`src/rtl/rdseq_pkg.sv`:
```
package rdseq_pkg;

    typedef enum logic [2:0] {
        CMD_NOP = 3'd0,
        CMD_ACT = 3'd1,
        CMD_RD  = 3'd2,
        CMD_PRE = 3'd3,
        CMD_BST = 3'd4
    } cmd_e;

    typedef enum logic [1:0] {
        ST_IDLE     = 2'd0,
        ST_PRE_WAIT = 2'd1,
        ST_ACT_WAIT = 2'd2,
        ST_DATA     = 2'd3
    } state_e;

endpackage

```
`src/rtl/rdseq_rowtab.sv`:
```
module rdseq_rowtab #(
    parameter int BANK_W = 2,
    parameter int ROW_W  = 13
) (
    input  logic              clk,
    input  logic              rst_n,
    input  logic [BANK_W-1:0] lk_bank,
    input  logic              wr_en,
    input  logic [BANK_W-1:0] wr_bank,
    input  logic [ROW_W-1:0]  wr_row,
    output logic              open_vld,
    output logic [ROW_W-1:0]  open_row
);
    localparam int NBANK = 1 << BANK_W;

    logic [NBANK-1:0] vld_d, vld_q;
    logic [ROW_W-1:0] row_d [NBANK];
    logic [ROW_W-1:0] row_q [NBANK];

    // one entry per bank; only the written bank changes
    always_comb begin
        for (int b = 0; b < NBANK; b++) begin
            vld_d[b] = vld_q[b];
            row_d[b] = row_q[b];
            if (wr_en && (wr_bank == BANK_W'(b))) begin
                vld_d[b] = 1'b1;
                row_d[b] = wr_row;
            end
        end
    end

    for (genvar g = 0; g < NBANK; g++) begin : g_bank
        always_ff @(posedge clk) begin
            if (!rst_n) begin
                vld_q[g] <= 1'b0;
                row_q[g] <= '0;
            end else begin
                vld_q[g] <= vld_d[g];
                row_q[g] <= row_d[g];
            end
        end
    end

    assign open_vld = vld_q[lk_bank];
    assign open_row = row_q[lk_bank];


    tab_write_chk: assert property (@(posedge clk) disable iff (!rst_n)
        wr_en |=> (vld_q[$past(wr_bank)] && row_q[$past(wr_bank)] == $past(wr_row)));

endmodule

```
`src/rtl/rdseq_beat.sv`:
```
module rdseq_beat #(
    parameter int BURST  = 8,
    parameter int BEAT_W = 4,
    parameter int CNT_W  = 5
) (
    input  logic              clk,
    input  logic              rst_n,
    input  logic              start_i,
    input  logic [BEAT_W-1:0] beats_i,
    input  logic [CNT_W-1:0]  lat_i,
    output logic              bst_o,
    output logic              done_o,
    output logic              valid_o
);
    typedef struct packed {
        logic             active;
        logic [CNT_W-1:0] cnt;
        logic             valid;
    } beat_t;

    beat_t q, d;
    logic [CNT_W-1:0] nxt;
    logic [CNT_W-1:0] beats_w;

    assign nxt     = q.cnt + CNT_W'(1);
    assign beats_w = CNT_W'(beats_i);

    assign bst_o  = q.active && (nxt == beats_w) && (beats_i < BEAT_W'(BURST));
    assign done_o = q.active && (nxt == lat_i + beats_w);

    always_comb begin
        d = q;
        if (start_i) begin
            d.active = 1'b1;
            d.cnt    = '0;
            d.valid  = 1'b0;
        end else if (q.active) begin
            d.cnt    = nxt;
            d.valid  = (nxt >= lat_i) && (nxt < lat_i + beats_w);
            if (done_o) begin
                d.active = 1'b0;
            end
        end else begin
            d.valid = 1'b0;
        end
    end

    always_ff @(posedge clk) begin
        if (!rst_n) begin
            q <= '0;
        end else begin
            q <= d;
        end
    end

    assign valid_o = q.valid;


    lat_floor_chk: assert property (@(posedge clk) disable iff (!rst_n)
        start_i |=> !valid_o);


    data_end_chk: assert property (@(posedge clk) disable iff (!rst_n)
        done_o |=> !valid_o);

endmodule

```
`src/rtl/sdram_rd_seq.sv`:
```
module sdram_rd_seq
    import rdseq_pkg::*;
#(
    parameter int BANK_W = 2,
    parameter int ROW_W  = 13,
    parameter int COL_W  = 10,
    parameter int BURST  = 8,
    parameter int TIM_W  = 4,
    parameter int BEAT_W = $clog2(BURST) + 1,
    parameter int ADDR_W = (ROW_W > COL_W) ? ROW_W : COL_W
) (
    input  logic              clk,
    input  logic              rst_n,
    input  logic              req_valid,
    output logic              req_ready,
    input  logic [BANK_W-1:0] req_bank,
    input  logic [ROW_W-1:0]  req_row,
    input  logic [COL_W-1:0]  req_col,
    input  logic [BEAT_W-1:0] req_beats,
    input  logic              req_seq,
    input  logic [1:0]        cfg_lat_sel,
    input  logic [TIM_W-1:0]  cfg_trp,
    input  logic [TIM_W-1:0]  cfg_trcd,
    output logic [2:0]        mem_cmd,
    output logic [BANK_W-1:0] mem_ba,
    output logic [ADDR_W-1:0] mem_addr,
    output logic              rd_valid
);
    localparam int CNT_W = BEAT_W + 1;

    typedef struct packed {
        state_e            state;
        logic [TIM_W-1:0]  timer;
        logic [BANK_W-1:0] bank;
        logic [ROW_W-1:0]  row;
        logic [COL_W-1:0]  col;
        logic [BEAT_W-1:0] beats;
        logic [CNT_W-1:0]  lat;
        cmd_e              cmd;
        logic [BANK_W-1:0] ba;
        logic [ADDR_W-1:0] addr;
        logic              last_v;
        logic [BANK_W-1:0] last_bank;
        logic [ROW_W-1:0]  last_row;
    } seq_t;

    seq_t q, d;

    logic              use_last;
    logic [BANK_W-1:0] eff_bank;
    logic [ROW_W-1:0]  eff_row;
    logic [BANK_W-1:0] lk_bank;
    logic              open_vld;
    logic [ROW_W-1:0]  open_row;
    logic              tab_we;
    logic              start;
    logic              bst_req;
    logic              done_req;
    logic              beat_valid;
    logic [TIM_W-1:0]  trp_m1;
    logic [TIM_W-1:0]  trcd_m1;
    logic [BEAT_W-1:0] beats_eff;

    assign use_last  = req_seq && q.last_v;
    assign eff_bank  = use_last ? q.last_bank : req_bank;
    assign eff_row   = use_last ? q.last_row  : req_row;
    assign lk_bank   = (q.state == ST_IDLE) ? eff_bank : q.bank;
    assign trp_m1    = (cfg_trp  == '0) ? '0 : cfg_trp  - TIM_W'(1);
    assign trcd_m1   = (cfg_trcd == '0) ? '0 : cfg_trcd - TIM_W'(1);
    assign beats_eff = ((req_beats == '0) || (req_beats > BEAT_W'(BURST)))
                       ? BEAT_W'(BURST) : req_beats;

    rdseq_rowtab #(
        .BANK_W (BANK_W),
        .ROW_W  (ROW_W)
    ) u_tab (
        .clk      (clk),
        .rst_n    (rst_n),
        .lk_bank  (lk_bank),
        .wr_en    (tab_we),
        .wr_bank  (q.bank),
        .wr_row   (q.row),
        .open_vld (open_vld),
        .open_row (open_row)
    );

    rdseq_beat #(
        .BURST  (BURST),
        .BEAT_W (BEAT_W),
        .CNT_W  (CNT_W)
    ) u_beat (
        .clk     (clk),
        .rst_n   (rst_n),
        .start_i (start),
        .beats_i (q.beats),
        .lat_i   (q.lat),
        .bst_o   (bst_req),
        .done_o  (done_req),
        .valid_o (beat_valid)
    );

    always_comb begin
        d      = q;
        d.cmd  = CMD_NOP;
        d.ba   = '0;
        d.addr = '0;
        tab_we = 1'b0;
        start  = 1'b0;
        unique case (q.state)
            ST_IDLE: begin
                if (req_valid) begin
                    d.bank  = eff_bank;
                    d.row   = eff_row;
                    d.col   = req_col;
                    d.beats = beats_eff;
                    d.lat   = (cfg_lat_sel == 2'd0) ? CNT_W'(2) : CNT_W'(3);
                    if (use_last || (open_vld && open_row == eff_row)) begin
                        d.cmd       = CMD_RD;
                        d.ba        = eff_bank;
                        d.addr      = ADDR_W'(req_col);
                        d.state     = ST_DATA;
                        d.last_v    = 1'b1;
                        d.last_bank = eff_bank;
                        d.last_row  = eff_row;
                        start       = 1'b1;
                    end else if (open_vld) begin
                        d.cmd   = CMD_PRE;
                        d.ba    = eff_bank;
                        d.timer = trp_m1;
                        d.state = ST_PRE_WAIT;
                    end else begin
                        d.cmd   = CMD_ACT;
                        d.ba    = eff_bank;
                        d.addr  = ADDR_W'(eff_row);
                        d.timer = trcd_m1;
                        d.state = ST_ACT_WAIT;
                    end
                end
            end
            ST_PRE_WAIT: begin
                if (q.timer == '0) begin
                    d.cmd   = CMD_ACT;
                    d.ba    = q.bank;
                    d.addr  = ADDR_W'(q.row);
                    d.timer = trcd_m1;
                    d.state = ST_ACT_WAIT;
                end else begin
                    d.timer = q.timer - TIM_W'(1);
                end
            end
            ST_ACT_WAIT: begin
                if (q.state == ST_ACT_WAIT && q.cmd == CMD_ACT) begin
                    tab_we = 1'b1;
                end
                if (q.timer == '0) begin
                    d.cmd       = CMD_RD;
                    d.ba        = q.bank;
                    d.addr      = ADDR_W'(q.col);
                    d.state     = ST_DATA;
                    d.last_v    = 1'b1;
                    d.last_bank = q.bank;
                    d.last_row  = q.row;
                    start       = 1'b1;
                end else begin
                    d.timer = q.timer - TIM_W'(1);
                end
            end
            ST_DATA: begin
                if (bst_req) begin
                    d.cmd = CMD_BST;
                end
                if (done_req) begin
                    d.state = ST_IDLE;
                end
            end
            default: d.state = ST_IDLE;
        endcase
    end

    always_ff @(posedge clk) begin
        if (!rst_n) begin
            q       <= '0;
            q.state <= ST_IDLE;
            q.cmd   <= CMD_NOP;
        end else begin
            q <= d;
        end
    end

    assign req_ready = (q.state == ST_IDLE);
    assign mem_cmd   = q.cmd;
    assign mem_ba    = q.ba;
    assign mem_addr  = q.addr;
    assign rd_valid  = beat_valid;


    pre_gap_chk: assert property (@(posedge clk) disable iff (!rst_n)
        (q.cmd == CMD_PRE) |=> (q.cmd != CMD_RD && q.cmd != CMD_PRE));


    act_gap_chk: assert property (@(posedge clk) disable iff (!rst_n)
        (q.cmd == CMD_ACT) |=> (q.cmd == CMD_NOP || q.cmd == CMD_RD));


    accept_chk: assert property (@(posedge clk) disable iff (!rst_n)
        (req_valid && req_ready) |=> !req_ready);


    bst_state_chk: assert property (@(posedge clk) disable iff (!rst_n)
        (q.cmd == CMD_BST) |-> (q.state == ST_DATA && !req_ready));

endmodule

```
`config.mk`:
```
export PLATFORM = sky130hd
export DESIGN_NAME = sdram_rd_seq
export DESIGN_NICKNAME = d
export VERILOG_FILES = /design/src/rtl/rdseq_pkg.sv /design/src/rtl/rdseq_rowtab.sv /design/src/rtl/rdseq_beat.sv /design/src/rtl/sdram_rd_seq.sv
export SDC_FILE = /design/constraint.sdc
export NUM_CORES = 1
export LEC_CHECK = 0
export CELL_PAD_IN_SITES_DETAIL_PLACEMENT = 0
export CELL_PAD_IN_SITES_GLOBAL_PLACEMENT = 1
export CORE_ASPECT_RATIO = 0.7
export CORE_MARGIN = 5
export CORE_UTILIZATION = 45
export CTS_CLUSTER_DIAMETER = 50
export DETAILED_ROUTE_END_ITERATION = 8
export HOLD_SLACK_MARGIN = 0.1
export PLACE_DENSITY = 0.84
export SLEW_MARGIN = 30
export SYNTH_ARGS = -nofsm -noshare
export SYNTH_HDL_FRONTEND = slang
export SYNTH_SLANG_ARGS = --single-unit
```
`constraint.sdc`:
```
create_clock -name clk -period 3.9 [get_ports clk]
set_input_delay 0.78 -clock clk [delete_from_list [all_inputs] [get_ports clk]]
set_output_delay 0.78 -clock clk [all_outputs]
set_load 0.005 [all_outputs]
```
==> metrics.txt, run 1 <==
startpoint of the most critical hold path=u_tab.vld_q[3]; most frequent cells after synthesis=dfxtp_1 (82), nand2_1 (74), nor2_1 (64), and2_1 (58), edfxtp_1 (52); antenna violations before repair=0; type of destination of the critical path=flop; clock-pin slew of the registers on the worst-case setup and hold paths=0.06 ns; Synth Warn #=0; Main synth FF type=dfxtp_1; area leader, netlist=dfxtp_1; number of design-rule violations left by the first detailed-router iteration=572; FF+latch area=3200 µm²; Vias per Instance=5.82; required time of the critical path=4.25 ns; hold-critical path depth=1; Clock Path Buffers=2; Residual DRC=0; setup repair after global routing missed its margin=false; share of cells above drive strength 1=0.142; via count of the first global-routing pass=5998; cts bufs inserted=17; number of setup buffers added after CTS=0; die area=18300 µm²; number of rows created at floorplan=38; wire length of the first global-routing pass=31700 µm; Slew headroom=0.505; Fin Setup TNS=0 ns; Starting Density=0.457; skew final=0.00871 ns; Min Clock Period, post-route=3.61 ns; power per unit of standard cell area=682 nW/µm²; Worst Hold Margin=0.458 ns; hold buffer count at cts=0; average cell area after synthesis=9.62 µm²; quantity of gates resized following cts=0; final-report max-slew violation count=0; count of port buffers added during placement=62; path depth of the worst reg2reg path=14; crit path DAT=3.97 ns; vertical die dimension=115 µm; Final Cycle Share=0.927; post-DR wirelength/cell=19.3 µm; worst r2r src=q[72]; run status=finished, final reports clean; final antenna-violating net count=0; worst-case setup slack after placement=-0.236 ns; Net Count, Synth=799; worst slew pin tran=0.739 ns; worst IR drop on VDD=347 µV; Setup violations, final=0; clock tree from TritonCTS=yes; reg2reg end=q[68]; crit path kind=in -> reg; count leader, synth=dfxtp_1; number of nets in the layout=868; met3 Resource Use GR=0.0573; post-synth top area share=0.233; WHS Endpoint=u_tab.vld_q[3]; global route total overflow=0; unique cell type count in the Yosys netlist=65; core area=15500 µm²; Detailed Place HPWL=14000 µm; clk root buf=clkbuf_16; Clock H-tree levels=4; GRT Resource Usage Total=0.220; type of element launching the critical path=primary input; share of synthesized flip-flops with an asynchronous set or reset=0; number of synthesized flops with an enable pin=52; Syn Inst Count=734; met1 track utilization from global routing=0.303; Yosys reg bits=134; count of pins on the block boundary=63; setup slack, reg-to-reg=0.46 ns; routability cong.=0.874; class of the worst hold path=reg -> reg; netlist area before placement=7060 µm²; peak clock frequency supported by timing=0.277 GHz; final wirelength=19700 µm; Die Wd=160 µm; Fill cells=1314; maximum capacitance violations=0; met2 layer usage reported by global route=0.342; Clock Latency Late Sink=0.43 ns; Static Leakage=3.35 nW; Vias=5923; growth of design area from synthesis to finish=21.9%; layer carrying the most global-route usage=met2; pin count of the biggest net entering global routing=38; iteration count of the initial detailed-routing pass=5; cells taking the most area after synthesis=dfxtp_1 (23%), edfxtp_1 (22%), and2_1 (5.1%); Crit Path Max Fanout=13; TritonCTS Sinks=134; worst setup margin=0.285 ns; share of synthesized area occupied by flip-flops and latches=0.454; area of combinational cells with multiple inputs=3460 µm²; final-report hold violation count=0
## cells in the final DEF (no fill, tap or decap), drive strengths merged, types with 6 or more instances in the layout
master and instances:
o22ai 25, nor2 64, a221oi 15, clkinv 6, dfxtp 82, edfxtp 52, and2 58, inv 21
xnor2 12, a21oi 41, and3 9, mux2i 29, clkbuf 18, a211oi 13, nand2 74, buf 53
a222oi 10, ha 21, nand2b 7, clkdlybuf4s50 62, clkinvlp 6, xor2 13, o21ai 21, nor3 17
nand3 8
## critical path: stages
cell and delay, ns:
clkdlybuf4s50_1 0.52, and3_1 0.27, o31a_2 0.46, a221o_1 0.32, and3_1 0.19, nor4b_1 0.31, and4_1 0.28, a311oi_1 0.17
buf_4 0.18, o21ai_1 0.12, buf_4 0.17, mux2i_1 0.19
## layer usage
layer | share of wire | up-vias | wire [µm]
met5 | 0 | - | 0
met4 | 0.017 | 0 | 340
met3 | 0.066 | 29 | 1310
met2 | 0.45 | 207 | 8800
met1 | 0.47 | 2886 | 9220
li1 | - | 2801 | -
## state kept, by name, summed over array words and instances (netlist names)
| register | cells |
|---|---|
| q | 53 |
| u_tab.row_q | 52 |
| mem_addr | 13 |
| u_beat.q | 6 |
| u_tab.vld_q | 4 |
| mem_cmd | 3 |
| mem_ba | 2 |
| u_beat.valid_o | 1 |
## logic make-up after synthesis
logic type,share of synthesized area
simple gates,0.191
compound gates,0.183
flops,0.454
buf+inv,0.0599
mux,0.0411
xor+xnor,0.0310
fa+ha+maj,0.0400
## stage by stage
stage          area (µm²)   util  power [mW]  cells
6_report             8600  0.557        5.87   1017
3_5_place_dp         8060  0.521        4.40    984
3_3_place_gp         8050  0.521        4.32    984
2_1_floorplan        7060      -        3.57    734
4_1_cts              8590  0.556        5.85   1016
5_1_grt              8600  0.557        6.22   1016
## final cells by class
type / count / share of cell area
Antenna cell: 1 / 0.000291
Inverter: 19 / 0.00829
Tap cell: 200 / 0.0291
Sequential cell: 134 / 0.372
Timing Repair Buffer: 115 / 0.126
Clock inverter: 14 / 0.0121
Multi-Input combinational cell: 516 / 0.402
Clock buffer: 18 / 0.0499
## worst max path at each step
stage / startpoint / to / slack, ns / cells after the start
after global routing: req_seq / q[68] / 0.05 / 12
after CTS: req_seq / q[68] / 0.19 / 12
after detailed placement: req_seq / q[68] / -0.24 / 12
final: req_seq / q[68] / 0.29 / 12
after global placement: req_seq / q[69] / -0.11 / 12
after floorplan: req_seq / q[10] / 0.62 / 12
## where the power goes
group | switching, mW | internal (mW)
sequential | 0.241 | 1.69
combinational | 1.40 | 1.09
clock | 0.637 | 0.813
Note: power is estimated with default switching activity, not from simulation.
==> run 2: changes to the inputs <==
--- a/config.mk
+++ b/config.mk
@@ -12,7 +12,6 @@
 export CORE_UTILIZATION = 45
 export CTS_CLUSTER_DIAMETER = 50
 export DETAILED_ROUTE_END_ITERATION = 8
-export HOLD_SLACK_MARGIN = 0.1
 export PLACE_DENSITY = 0.84
 export SLEW_MARGIN = 30
 export SYNTH_ARGS = -nofsm -noshare
==> results of run 2 <==
No change in the layout: final DEF, timing and power equal those of run 1.
